<file path="src/rtl/nv_seq_pkg.sv">
package nv_seq_pkg;

  typedef enum logic [2:0] {
    ST_WAITPWR,
    ST_IDLE,
    ST_ERASE,
    ST_PROG,
    ST_RECALL,
    ST_PINHOLD
  } seq_state_t;

  typedef enum logic [1:0] {
    GO_IDLE,
    GO_WAITPWR,
    GO_PINHOLD
  } after_t;

  typedef struct packed {
    logic   do_store;
    logic   do_recall;
    after_t next;
  } action_t;

  function automatic int max3(input int a, input int b, input int c);
    int m;
    m = (a > b) ? a : b;
    return (m > c) ? m : c;
  endfunction

  function automatic int timer_width(input int a, input int b, input int c);
    return $clog2(max3(a, b, c) + 1);
  endfunction

endpackage

</file>
<file path="src/rtl/nv_trigger_arb.sv">
module nv_trigger_arb
  import nv_seq_pkg::*;
(
  input  logic    pwr_low,
  input  logic    hw_store_n,
  input  logic    sw_store_req,
  input  logic    sw_recall_req,
  input  logic    dirty_eff,
  output action_t act
);

  always_comb begin
    act.do_store  = 1'b0;
    act.do_recall = 1'b0;
    act.next      = GO_IDLE;
    if (pwr_low) begin
      act.do_store = dirty_eff;
      act.next     = GO_WAITPWR;
    end else if (!hw_store_n) begin
      act.do_store = dirty_eff;
      act.next     = GO_PINHOLD;
    end else if (sw_store_req) begin
      act.do_store = 1'b1;
    end else if (sw_recall_req) begin
      act.do_recall = 1'b1;
    end
  end

endmodule

</file>
<file path="src/rtl/nv_phase_timer.sv">
module nv_phase_timer #(
  parameter int W = 4
) (
  input  logic         clk,
  input  logic         rst_n,
  input  logic         load,
  input  logic [W-1:0] len,
  output logic         last
);

  logic [W-1:0] cnt;

  always_ff @(posedge clk or negedge rst_n) begin
    if (!rst_n)
      cnt <= '0;
    else if (load)
      cnt <= len - W'(1);
    else if (cnt != '0)
      cnt <= cnt - W'(1);
  end

  assign last = (cnt == '0);

  assert_len_nonzero_R2: assert property (@(posedge clk) disable iff (!rst_n)
    load |-> (len != '0));

endmodule

</file>
<file path="src/rtl/nv_dirty_track.sv">
module nv_dirty_track (
  input  logic clk,
  input  logic rst_n,
  input  logic accept,
  input  logic wr_done,
  input  logic clr,
  output logic dirty
);

  always_ff @(posedge clk or negedge rst_n) begin
    if (!rst_n)
      dirty <= 1'b0;
    else if (clr)
      dirty <= 1'b0;
    else if (accept && wr_done)
      dirty <= 1'b1;
  end

  assert_set_only_idle_R9: assert property (@(posedge clk) disable iff (!rst_n)
    $rose(dirty) |-> $past(accept && wr_done));

  assert_clear_on_done_R9: assert property (@(posedge clk) disable iff (!rst_n)
    clr |=> !dirty);

endmodule

</file>
<file path="src/rtl/nv_xfer_seq.sv">
module nv_xfer_seq
  import nv_seq_pkg::*;
#(
  parameter int ERASE_CYC   = 8,
  parameter int PROG_CYC    = 16,
  parameter int RESTORE_CYC = 12
) (
  input  logic clk,
  input  logic rst_n,
  input  logic pwr_low,
  input  logic hw_store_n,
  input  logic sw_store_req,
  input  logic sw_recall_req,
  input  logic wr_done,
  output logic sram_dis,
  output logic nv_erase,
  output logic nv_program,
  output logic nv_recall,
  output logic xfer_done,
  output logic wr_pending
);

  localparam int TW = timer_width(ERASE_CYC, PROG_CYC, RESTORE_CYC);
  localparam logic [TW-1:0] LEN_ERASE   = TW'(ERASE_CYC);
  localparam logic [TW-1:0] LEN_PROG    = TW'(PROG_CYC);
  localparam logic [TW-1:0] LEN_RESTORE = TW'(RESTORE_CYC);

  seq_state_t state, state_nx;
  after_t     after_q, after_nx;
  action_t    act;
  logic       is_idle;
  logic       t_load, t_last;
  logic [TW-1:0] t_len;
  logic       store_end, recall_end, xfer_end;
  logic       done_q;

  assign is_idle = (state == ST_IDLE);

  nv_trigger_arb u_arb (
    .pwr_low      (pwr_low),
    .hw_store_n   (hw_store_n),
    .sw_store_req (sw_store_req),
    .sw_recall_req(sw_recall_req),
    .dirty_eff    (wr_pending | wr_done),
    .act          (act)
  );

  nv_phase_timer #(.W(TW)) u_timer (
    .clk  (clk),
    .rst_n(rst_n),
    .load (t_load),
    .len  (t_len),
    .last (t_last)
  );

  assign store_end  = (state == ST_PROG)   && t_last;
  assign recall_end = (state == ST_RECALL) && t_last;
  assign xfer_end   = store_end || recall_end;

  nv_dirty_track u_dirty (
    .clk    (clk),
    .rst_n  (rst_n),
    .accept (is_idle),
    .wr_done(wr_done),
    .clr    (xfer_end),
    .dirty  (wr_pending)
  );

  always_comb begin
    state_nx = state;
    after_nx = after_q;
    t_load   = 1'b0;
    t_len    = LEN_ERASE;
    unique case (state)
      ST_WAITPWR: begin
        if (!pwr_low) begin
          state_nx = ST_RECALL;
          t_load   = 1'b1;
          t_len    = LEN_RESTORE;
        end
      end
      ST_IDLE: begin
        if (act.do_store) begin
          state_nx = ST_ERASE;
          after_nx = act.next;
          t_load   = 1'b1;
          t_len    = LEN_ERASE;
        end else if (act.do_recall) begin
          state_nx = ST_RECALL;
          t_load   = 1'b1;
          t_len    = LEN_RESTORE;
        end else if (act.next == GO_WAITPWR) begin
          state_nx = ST_WAITPWR;
        end else if (act.next == GO_PINHOLD) begin
          state_nx = ST_PINHOLD;
        end
      end
      ST_ERASE: begin
        if (t_last) begin
          state_nx = ST_PROG;
          t_load   = 1'b1;
          t_len    = LEN_PROG;
        end
      end
      ST_PROG: begin
        if (t_last) begin
          unique case (after_q)
            GO_WAITPWR: state_nx = ST_WAITPWR;
            GO_PINHOLD: state_nx = ST_PINHOLD;
            default:    state_nx = ST_IDLE;
          endcase
        end
      end
      ST_RECALL: begin
        if (t_last) state_nx = ST_IDLE;
      end
      ST_PINHOLD: begin
        if (hw_store_n) state_nx = ST_IDLE;
      end
      default: state_nx = ST_WAITPWR;
    endcase
  end

  always_ff @(posedge clk or negedge rst_n) begin
    if (!rst_n) begin
      state   <= ST_WAITPWR;
      after_q <= GO_IDLE;
      done_q  <= 1'b0;
    end else begin
      state   <= state_nx;
      after_q <= after_nx;
      done_q  <= xfer_end;
    end
  end

  assign sram_dis   = !is_idle;
  assign nv_erase   = (state == ST_ERASE);
  assign nv_program = (state == ST_PROG);
  assign nv_recall  = (state == ST_RECALL);
  assign xfer_done  = done_q;

  assert_one_cmd_R2: assert property (@(posedge clk) disable iff (!rst_n)
    $onehot0({nv_erase, nv_program, nv_recall}));

  assert_cmd_blocks_sram_R2: assert property (@(posedge clk) disable iff (!rst_n)
    (nv_erase || nv_program || nv_recall) |-> sram_dis);

  assert_erase_then_prog_R2: assert property (@(posedge clk) disable iff (!rst_n)
    $fell(nv_erase) |-> nv_program);

  assert_store_needs_cause_R4: assert property (@(posedge clk) disable iff (!rst_n)
    ($rose(nv_erase) && !$past(sw_store_req)) |-> $past(wr_pending || wr_done));

  assert_recall_needs_power_R6: assert property (@(posedge clk) disable iff (!rst_n)
    $rose(nv_recall) |-> !$past(pwr_low));

  assert_done_follows_xfer_R8: assert property (@(posedge clk) disable iff (!rst_n)
    xfer_done |-> ($past(nv_program) || $past(nv_recall)));

  assert_done_single_R8: assert property (@(posedge clk) disable iff (!rst_n)
    xfer_done |=> !xfer_done);

endmodule

</file>
<file path="config.mk">
export PLATFORM = sky130hd
export DESIGN_NAME = nv_xfer_seq
export DESIGN_NICKNAME = d
export VERILOG_FILES = /design/src/rtl/nv_seq_pkg.sv /design/src/rtl/nv_trigger_arb.sv /design/src/rtl/nv_phase_timer.sv /design/src/rtl/nv_dirty_track.sv /design/src/rtl/nv_xfer_seq.sv
export SDC_FILE = /design/constraint.sdc
export NUM_CORES = 1
export LEC_CHECK = 0
export ABC_AREA = 1
export BUFFER_PORTS_ARGS = -buffer_cell sky130_fd_sc_hd__buf_2
export CAP_MARGIN = 10
export CORE_MARGIN = 2
export CORE_UTILIZATION = 50
export DETAILED_ROUTE_END_ITERATION = 16
export PLACE_DENSITY = 0.8
export SYNTH_ARGS = -nofsm -noshare
export SYNTH_HDL_FRONTEND = slang
export SYNTH_SLANG_ARGS = --single-unit
</file>
<file path="constraint.sdc">
create_clock -name clk -period 4.4 [get_ports clk]
set_clock_uncertainty 0.1 [all_clocks]
set_input_delay 0.22 -clock clk [delete_from_list [all_inputs] [get_ports clk]]
set_output_delay 0.22 -clock clk [all_outputs]
set_load 0.02 [all_outputs]
</file>
==> metrics.md <==
| Metric | Value |
|---|---|
| Status | complete, no violations |
| Design internal power | 0.000316 W |
| Input/output buffers | 12 |
| Clock Sinks | 12 |
| Placed wire-length estimate | approximately 1.3 mm |
| Number of buffers created by CTS | 3 |
| TNS Setup | 0 ns |
| Placement Rows | 14 |
| Worst-path clk slew | 0.08 ns |
| DR WL met3 | 69 um |
| Postcts setup bufs | 0 |
| Min-delay src | pwr_low |
| Leading area contributor after synthesis | dfrtp_1 |
| Most numerous cell in the Yosys netlist | nand2_1 |
| DR WL met2 | 832 um |
| Ports | 13 |
| Peak Freq | 0.519 GHz |
| Final setup viols | 0 |
| Syn Inst Count | 105 |
| R2R Path Start | state[2] |
| Synthesis-to-layout area growth | 14.2% |
| CTS tree | built |
| Worst-path fanout max | 5 |
| Main synth FF type | dfrtp_1 |
| Syn Std Cell Area | 796 um^2 |
| EDFF count, synth | 0 |
| ANT cells | 0 |
| Worst reg-to-reg path cell count | 13 |
| Setup ws final | roughly 2.5 ns |
| Drt total wl | 1.63 mm |
| Slew headroom | between 70% and 80% |
| Setup crit start kind | register |
| All-Layer GR Usage | 20.9% |
| Wl on met1 | about 700 um |
| CP Class | reg2reg |
| Post-synth top area share | ~38% |
| Initial Util | 52.8% |
| Hold Crit Endpoint | after_q[1] |
| Post-cts resize count | 0 |
| CP Data Arrival Time | a little over 2 ns |
| Die Y-Extent | 43.9 um |
| Initial antenna violation count | 0 |
| DP Area | 876 um^2 |
| Gp weighted congestion | 0.938 |
| Nets@finish | between 100 and 150 |
| Max layer used | met4 |
| Reg2Reg Setup Slack | 2.47 ns |
| Post-Syn Nets | 113 |
| CTS H-tree lvls | 1 |
| Routed via count | 764 |
| RSZ-0062 raised after global routing | false |
| Slew Viols, Final | 0 |
| Max-cap violations | 0 |
| Vias in the first global route | 728 |
| Final hold vios | 0 |
| Layout cells sized above 1 | 25.6% |
| Most instantiated cells after synthesis | 18 x nand2_1, 17 x inv_1, 12 x dfrtp_1, 10 x o21ai_0 |
| Synthesis-stage register bit count | 12 |
| Vias/cell | 5.58 |
| Post-Layout Inst Area | approximately 900 um^2 |
| Die Wd | 43.9 um |
| Max clock buf depth | 2 |
| Die footprint | 1930 um^2 |
| WL per Instance | 11.9 um |
| Grt ovf | 0 |
| R2R Path End | u_timer.cnt[4] |
| Initial DRC count | 12 |
| FILL cells | 138 |
| Final Cycle Share | 43.8% |
| Clock latency on the worst-skew pair | 0.27 ns |
| Synth warn | 0 |
| Sequential share of the synthesized area | a little under two fifths |
| Static leakage | 0.478 nW |
| First-pass GRT wire length | between 2 and 3 mm |
| Fraction of registers with async set/reset | 100% |
| PD cells | just under 700 nW/um^2 |
| Clock power share | 11.2% |
| Largest net degree at the start of global routing | 13 |
| Setup WS pre-CTS | 2.48 ns |
| Syn Area/Cell | around 7.6 um^2 |
| Sequential power share | 32.2% |
| DRT Pass-1 Iters | 4 |
| Drt drc | 0 |
| Final Critical Period | slightly below 2 ns |
| Core area | 1510 um^2 |
| Net Sw Power | around 0.00031 W |
| Maximum vdd drop | approximately 0.34 mV |
| Synth top area cells | dfrtp_1 38%, nand2_1 8.5%, inv_1 8.0% |
| Critical Path RT | 4.50 ns |
| Synth cell types | 27 |
| Routed Antenna Nets | 0 |
| Switch share | 49.5% |
| Hold Crit Class | in2reg |
| Combinational share of power | a little under three fifths |
| Critical path endpoint category | register |
| Worst hold path depth | 2 |
| CTS root buf | clkbuf_4 |
| Worst-margin pin slew | 0.303 ns |
## sequential cells by signal (all words and copies together), names as in the netlist
register	count
u_timer.cnt	5
state	3
after_q	2
u_dirty.dirty	1
xfer_done	1
## power by group through the flow
stage / Clock (W) / Combinational [W] / Sequential [W]
after CTS: 0.0000705 / 0.000355 / 0.000201
final: 0.0000701 / 0.000353 / 0.000201
after global placement: 0 / 0.000338 / 0.000202
after detailed placement: 0 / 0.000352 / 0.000204
after floorplan: 0 / 0.000275 / 0.000200
after global routing: 0.0000736 / 0.000404 / 0.000209
## logic make-up after synthesis
family | count (synthesis) | share of synthesized area, %
flip-flops | 12 | 37.7
AO/OA/AOI/OAI | 20 | 15.1
adder cells (fa/ha/maj) | 1 | 1.57
buffers and inverters | 20 | 9.43
AND/OR/NAND/NOR | 52 | 36.2
## worst max path at each step
stage | from | endpoint | cells after the start
6_report | state[2] | u_timer.cnt[4] | 13
5_1_grt | u_timer.cnt[0] | u_timer.cnt[4] | 12
3_5_place_dp | state[2] | u_timer.cnt[4] | 13
3_3_place_gp | state[2] | u_timer.cnt[4] | 13
4_1_cts | state[2] | u_timer.cnt[4] | 13
2_1_floorplan | state[2] | u_timer.cnt[4] | 12
## placed cells by master (no fill, tap or decap), drive strengths merged
cell	synthesis	final
inv	20	20
nand3	11	11
o21bai	1	1
o31ai	1	1
and2	1	1
buf	0	12
a21oi	4	4
dfrtp	12	12
o2111ai	1	1
o211ai	1	1
nand4	1	1
clkbuf	0	3
ha	1	1
nor2	13	13
or2	1	1
a31oi	1	1
dlygate4sd3	0	1
nor3	2	2
o21ai	10	10
a31o	1	1
nand2	23	23
## routing by layer
layer | GRT usage (%) | vias up
met5 | 0 | -
met4 | 12.7 | 0
met3 | 2.92 | 6
met2 | 33.8 | 20
met1 | 26.1 | 362
li1 | - | 376
## timing repair
item | in CTS | in global routing
endpoints found under the setup margin | 0 | 0
hold buffers | 1 | 0
hold endpoints to repair | 12 | 0
## worst max-delay path: stages, from the launching register on
cell and delay (ns):
dfrtp_1 0.47, inv_2 0.10, nand2_2 0.09, nor2_2 0.05
nand2_1 0.11, nand2_2 0.08, a21oi_2 0.20, nand2_1 0.08
ha_1 0.20, inv_1 0.10, nor2_4 0.05, nand2_1 0.06
nand2_1 0.04, a21oi_1 0.12
## through the flow
stage,util (%),hold WS [ns],cells,power (W)
2_1_floorplan,-,-0.176,105,0.000476
3_3_place_gp,58.1,0.0147,133,0.000540
3_5_place_dp,58.1,0.0190,133,0.000555
4_1_cts,60.3,0.0798,137,0.000627
5_1_grt,60.3,0.0915,137,0.000687
6_report,60.3,0.0737,137,0.000625
## layout make-up
type,instances,area [um^2],share of cell area [%]
clock buffer,3,22.5,2.48
multi-input combinational,73,420,46.3
timing repair buffer,13,70.1,7.71
sequential,12,300,33.1
tap,16,20.0,2.20
inverter,20,75.1,8.26
No activity file was read; power rests on OpenSTA's default activity.
